### config.mk
export PLATFORM = sky130hd
export DESIGN_NAME = fetch_line_req
export DESIGN_NICKNAME = d
export VERILOG_FILES = /design/src/rtl/fetch_line_req.sv
export SDC_FILE = /design/constraint.sdc
export NUM_CORES = 2
export LEC_CHECK = 0
export BUFFER_PORTS_ARGS = -buffer_cell sky130_fd_sc_hd__clkbuf_2
export CAP_MARGIN = 0
export CORE_ASPECT_RATIO = 1.75
export CORE_MARGIN = 4
export CORE_UTILIZATION = 45
export DETAILED_ROUTE_END_ITERATION = 16
export GPL_TIMING_DRIVEN = 0
export PLACE_DENSITY = 0.67
export SYNTH_ARGS = -nofsm -noshare
export SYNTH_HDL_FRONTEND = slang
export SYNTH_SLANG_ARGS = --single-unit
### constraint.sdc
create_clock -name clk -period 4.2 [get_ports clk]
set_input_delay 0.84 -clock clk [delete_from_list [all_inputs] [get_ports clk]]
set_output_delay 0.84 -clock clk [all_outputs]
set_load 0.01 [all_outputs]
### src/rtl/fetch_line_req.sv
module fetch_line_req #(
  parameter int ADDR_W     = 32,
  parameter int LINE_BYTES = 32,
  parameter int THREADS    = 4,
  parameter int TAG_W      = 4,
  parameter int CNT_W      = 16,
  localparam int OFF_W  = $clog2(LINE_BYTES),
  localparam int LINE_W = LINE_BYTES * 8,
  localparam int TID_W  = (THREADS > 1) ? $clog2(THREADS) : 1
) (
  input  logic                 clk,
  input  logic                 rst_n,
  input  logic                 fetch_vld,
  input  logic [TID_W-1:0]     fetch_tid,
  input  logic [ADDR_W-1:0]    fetch_addr,
  output logic                 fetch_ok,
  output logic [LINE_W-1:0]    line_data,
  input  logic [THREADS-1:0]   stall_in,
  input  logic                 squash_vld,
  input  logic [TID_W-1:0]     squash_tid,
  output logic                 req_valid,
  input  logic                 req_ready,
  output logic [ADDR_W-1:0]    req_addr,
  output logic [TID_W-1:0]     req_tid,
  output logic [TAG_W-1:0]     req_tag,
  input  logic                 mem_retry,
  input  logic                 rsp_valid,
  input  logic [TID_W-1:0]     rsp_tid,
  input  logic [TAG_W-1:0]     rsp_tag,
  input  logic [LINE_W-1:0]    rsp_data,
  output logic [THREADS*3-1:0] thr_state,
  output logic [THREADS-1:0]   line_valid,
  output logic                 cache_blocked,
  output logic [CNT_W-1:0]     drop_cnt
);

  localparam logic [2:0] S_IDLE  = 3'd0;
  localparam logic [2:0] S_WRSP  = 3'd1;
  localparam logic [2:0] S_WRTY  = 3'd2;
  localparam logic [2:0] S_BLK   = 3'd3;
  localparam logic [2:0] S_DONE  = 3'd4;

  logic [2:0]        st       [THREADS];
  logic [ADDR_W-1:0] lb_addr  [THREADS];
  logic [LINE_W-1:0] lb_data  [THREADS];
  logic [TAG_W-1:0]  tag_ctr  [THREADS];
  logic [TAG_W-1:0]  out_tag  [THREADS];
  logic [THREADS-1:0] lb_vld;

  logic              slot_vld;
  logic [ADDR_W-1:0] slot_addr;
  logic [TID_W-1:0]  slot_tid;
  logic [TAG_W-1:0]  slot_tag;
  logic              blocked;

  logic [ADDR_W-1:0] aligned;
  logic              f_squashed, can_fetch, hit, new_req, resend, rsp_ok;
  logic [2:0]        f_st;

  assign aligned    = {fetch_addr[ADDR_W-1:OFF_W], {OFF_W{1'b0}}};
  assign f_squashed = squash_vld && (squash_tid == fetch_tid);
  assign f_st       = st[fetch_tid];
  assign can_fetch  = fetch_vld && !f_squashed && (f_st == S_IDLE || f_st == S_DONE);
  assign hit        = lb_vld[fetch_tid] && (lb_addr[fetch_tid] == aligned);
  assign fetch_ok   = can_fetch && hit;
  assign new_req    = can_fetch && !hit && !blocked;
  assign resend     = mem_retry && slot_vld && !(squash_vld && squash_tid == slot_tid);
  assign rsp_ok     = rsp_valid && (st[rsp_tid] == S_WRSP) && (out_tag[rsp_tid] == rsp_tag)
                      && !(squash_vld && squash_tid == rsp_tid);

  assign req_valid  = resend || new_req;
  assign req_addr   = resend ? slot_addr : aligned;
  assign req_tid    = resend ? slot_tid  : fetch_tid;
  assign req_tag    = resend ? slot_tag  : tag_ctr[fetch_tid];
  assign line_data  = lb_data[fetch_tid];
  assign line_valid = lb_vld;
  assign cache_blocked = blocked;

  always_comb begin
    for (int t = 0; t < THREADS; t++) thr_state[t*3 +: 3] = st[t];
  end

  always_ff @(posedge clk or negedge rst_n) begin
    if (!rst_n) begin
      lb_vld <= '0;
      for (int t = 0; t < THREADS; t++) begin
        st[t]      <= S_IDLE;
        lb_addr[t] <= '0;
        lb_data[t] <= '0;
        tag_ctr[t] <= '0;
        out_tag[t] <= '0;
      end
    end else begin
      for (int t = 0; t < THREADS; t++) begin
        if (squash_vld && squash_tid == TID_W'(t)) begin
          st[t] <= S_IDLE;
        end else if (rsp_ok && rsp_tid == TID_W'(t)) begin
          lb_vld[t]  <= 1'b1;
          lb_data[t] <= rsp_data;
          st[t]      <= stall_in[t] ? S_BLK : S_DONE;
        end else if (new_req && fetch_tid == TID_W'(t)) begin
          lb_addr[t] <= aligned;
          lb_vld[t]  <= 1'b0;
          out_tag[t] <= tag_ctr[t];
          tag_ctr[t] <= tag_ctr[t] + 1'b1;
          st[t]      <= req_ready ? S_WRSP : S_WRTY;
        end else if (resend && req_ready && slot_tid == TID_W'(t)) begin
          st[t] <= S_WRSP;
        end else if (fetch_ok && fetch_tid == TID_W'(t)) begin
          st[t] <= S_IDLE;
        end else if (st[t] == S_BLK && !stall_in[t]) begin
          st[t] <= S_DONE;
        end
      end
    end
  end

  always_ff @(posedge clk or negedge rst_n) begin
    if (!rst_n) begin
      slot_vld  <= 1'b0;
      slot_addr <= '0;
      slot_tid  <= '0;
      slot_tag  <= '0;
      blocked   <= 1'b0;
      drop_cnt  <= '0;
    end else begin
      if (new_req && !req_ready) begin
        slot_vld  <= 1'b1;
        slot_addr <= aligned;
        slot_tid  <= fetch_tid;
        slot_tag  <= tag_ctr[fetch_tid];
        blocked   <= 1'b1;
      end else if (mem_retry && blocked && !(resend && !req_ready)) begin
        slot_vld <= 1'b0;
        blocked  <= 1'b0;
      end
      if (squash_vld && slot_vld && squash_tid == slot_tid)
        slot_vld <= 1'b0;
      if (rsp_valid && !rsp_ok)
        drop_cnt <= drop_cnt + 1'b1;
    end
  end

endmodule

==> results.cfg <==
[clocking]
cts_buffers = 112
htree_levels = 3
clk_pin_slew_ns = 0.07
cts_root_buf = clkbuf_16
cts_max_path_buffers = 3
worstSkewPairLatency_ns = 0.73
cts_tree = built
cts_sinks = 1231

[sta]
min_period_ns = 4.10
fmax_mhz = 244
min_period_over_period_pct = 97.5
rsz0062_at_grt = false
drv_slew = 0
clock-skew-final_ns = 0.0271
setup_viol = 0
tightest_slew_ns = 0.963
slew-limit-headroom_pct = 35.7
holdWs_ns = 0.194
tns_ns = 0
setup_ws_ns = 0.104
hold_violations = 0

[grt]
antenna_found_initial = 44
gr-usage-all-layers_pct = 23.4
grt_pass1_wl_um = 227000
grt-ovfl-total = 0
grt_max_degree = 115
grt_pass1_vias = 36600

[logic_synthesis]
synth_area_leaders = dfrtp_1, mux2_2, mux4_2
ys_ff_latch = 1231
ys.flop_type = dfrtp_1
synth_cell_types = 64
synth_edf_count = 0
yosysWarnings = 0
async_flop_share_pct = 100
synth_top_area_share_pct = 56.9
syn-cell-area_sq_um = 54100
synth_cells = 3889
avgSynthCellArea_sq_um = 13.9
yosysTopAreaCell = dfrtp_1
yosysSeqAreaShare_pct = 56.9

[place]
post-place-ws_ns = -2.23
gp_congestion = 0.877
io_buffers = 612
dpl.cell_count = 6047
dp_hpwl_um = 108000
place_area_sq_um = 59500

[finish]
final_common_cell = dfrtp_1
multi_input_area_sq_um = 22200
final_cell_mix = dfrtp_1, nand2_1, mux2_2
ff_latch_area_sq_um = 30800
nNetsFinal = 4954
fin_area_sq_um = 64000
fin_cells = 6288
fill_cells = 10100
fin_util_pct = 53.5
area_growth_pct = 18.1
drive_above_1_share_pct = 46.7

[setup_path]
cp-start-kind = flop
r2r-start = out_tag[1]
path_cells = o21ai_0 > mux4_2 > or4_4 > nor4_4 > a21oi_4 > or2_4 > buf_6
critical_path_required_ns = 3.36
r2r_end = lb_data[437]
worst_setup_path_end_kind = primary output
worst-path-max-fanout = 3
cp-endpoint = req_valid
crit_slowest_cell = or4_4
r2r_setup_slack_ns = 0.35
path_class = flop to primary output
critPathArrivalTime_ns = 3.26
cp_slowest_stage_delay_ns = 0.59
crit_start = line_valid[2]
ff2ff_path_depth = 9

[power_and_ir_drop]
cellPowerDensity_nw_per_um2 = 489
leakage_nw = 32.4
power_mw = 31.3
irDropWorstVdd_uv = 408

[routing]
avgRoutedWirePerCell_um = 23.6
first_pass_iters = 5
vias_per_cell = 5.46
vias = 34400
drc = 0
wirelength_um = 148000
drtIter0Drc = 2082
drtAntennaViolNets = 0

[status]
status = completed

[floorplan]
die_area_sq_um = 126000
initial_utilization_pct = 45.3
die_h_um = 467
die_x_um = 270
rows = 168
io_pins = 638
core_sq_um = 120000

[min_path]
hp-class = input port to async pin

[flow_run]
drv_cap = 0
==> final cells by class <==
cell class	instances	area share (%)
clock inverters	40	0.941
flip-flops and latches	1231	48.2
clock buffers	167	5.32
inverters	14	0.0861
well taps	1530	2.99
diodes	25	0.0978
multi-input cells	2390	34.8
repair buffers	635	5.43
plain buffers	256	2.21
==> synthesized netlist by cell type, drive strengths merged, types with 4 or more instances <==
library cell and number:
nor3 13, mux2i 24, o21ai 27, inv 13, nor2 25, ha 5, nand2 908, o22ai 7
mux4 280, a31oi 4, nand3 17, clkbuf 117, xor2 20, a211oi 5, mux2 923, dfrtp 1231
a21oi 11, nor4 8, buf 141, or3 5, nand4 8, xnor2 39
==> report_power, final <==
group / switching (mW) / internal [mW] / total, mW / leakage (nW)
sequential: 1.10 / 13.8 / 14.9 / 16.8
clock: 4.62 / 6.41 / 11.0 / 1.97
combinational: 2.54 / 2.79 / 5.33 / 13.7
==> critical path: cells and delay by family, from the launching register on <==
family | cells | cell delay, ns
simple gates | 3 | 1.27
flops | 1 | 0.41
compound gates | 2 | 0.22
mux | 1 | 0.53
buf+inv | 1 | 0.12
==> timing repair <==
action / 4_1_cts / 5_1_grt
buffers inserted: 2 / 9
hold buffers: 0 / 0
hold endpoints to repair: 0 / 0
endpoints found under the setup margin: 957 / 29
pin swaps: 3 / 4
resized for setup: 193 / 23
==> metal layers <==
layer | routed length [um] | track usage (%)
met3 | 13900 | 8.63
met5 | 300 | 0
met2 | 71200 | 38.5
met4 | 3280 | 5.75
met1 | 59600 | 29.6
==> sequential cells by signal, summed over array words and instances, names as in the netlist <==
name and cells:
cache_blocked 1, drop_cnt 16, lb_addr 108, lb_data 1024, line_valid 4, out_tag 16
slot_addr 27, slot_tag 4, slot_tid 2, slot_vld 1, tag_ctr 16, thr_state 12
==> cell families after synthesis <==
kind of cell | after synthesis | share of synthesized area [%]
AOI/OAI and AO/OA | 93 | 1.16
DFF | 1231 | 56.9
and+or+nand+nor | 1001 | 7.27
adders and majority gates | 5 | 0.116
other | 1 | 0.00693
xor gates and xnor gates | 59 | 0.954
muxes | 1227 | 31.4
buffers and inverters | 272 | 2.21
==> worst min-delay path by stage <==
| stage | from | end | slack [ns] | cells past startpoint |
|---|---|---|---|---|
| final | rst_n | lb_data[875] | 0.19 | 1 |
| after global routing | rst_n | lb_data[621] | 0.23 | 1 |
| after CTS | rst_n | lb_data[621] | 0.19 | 1 |
| after detailed placement | lb_data[891] | lb_data[891] | 0.45 | 2 |
| after global placement | lb_data[911] | lb_data[911] | 0.44 | 2 |
| after floorplan | lb_data[1000] | lb_data[1000] | 0.43 | 2 |
Note: power is estimated with default switching activity, not from simulation.
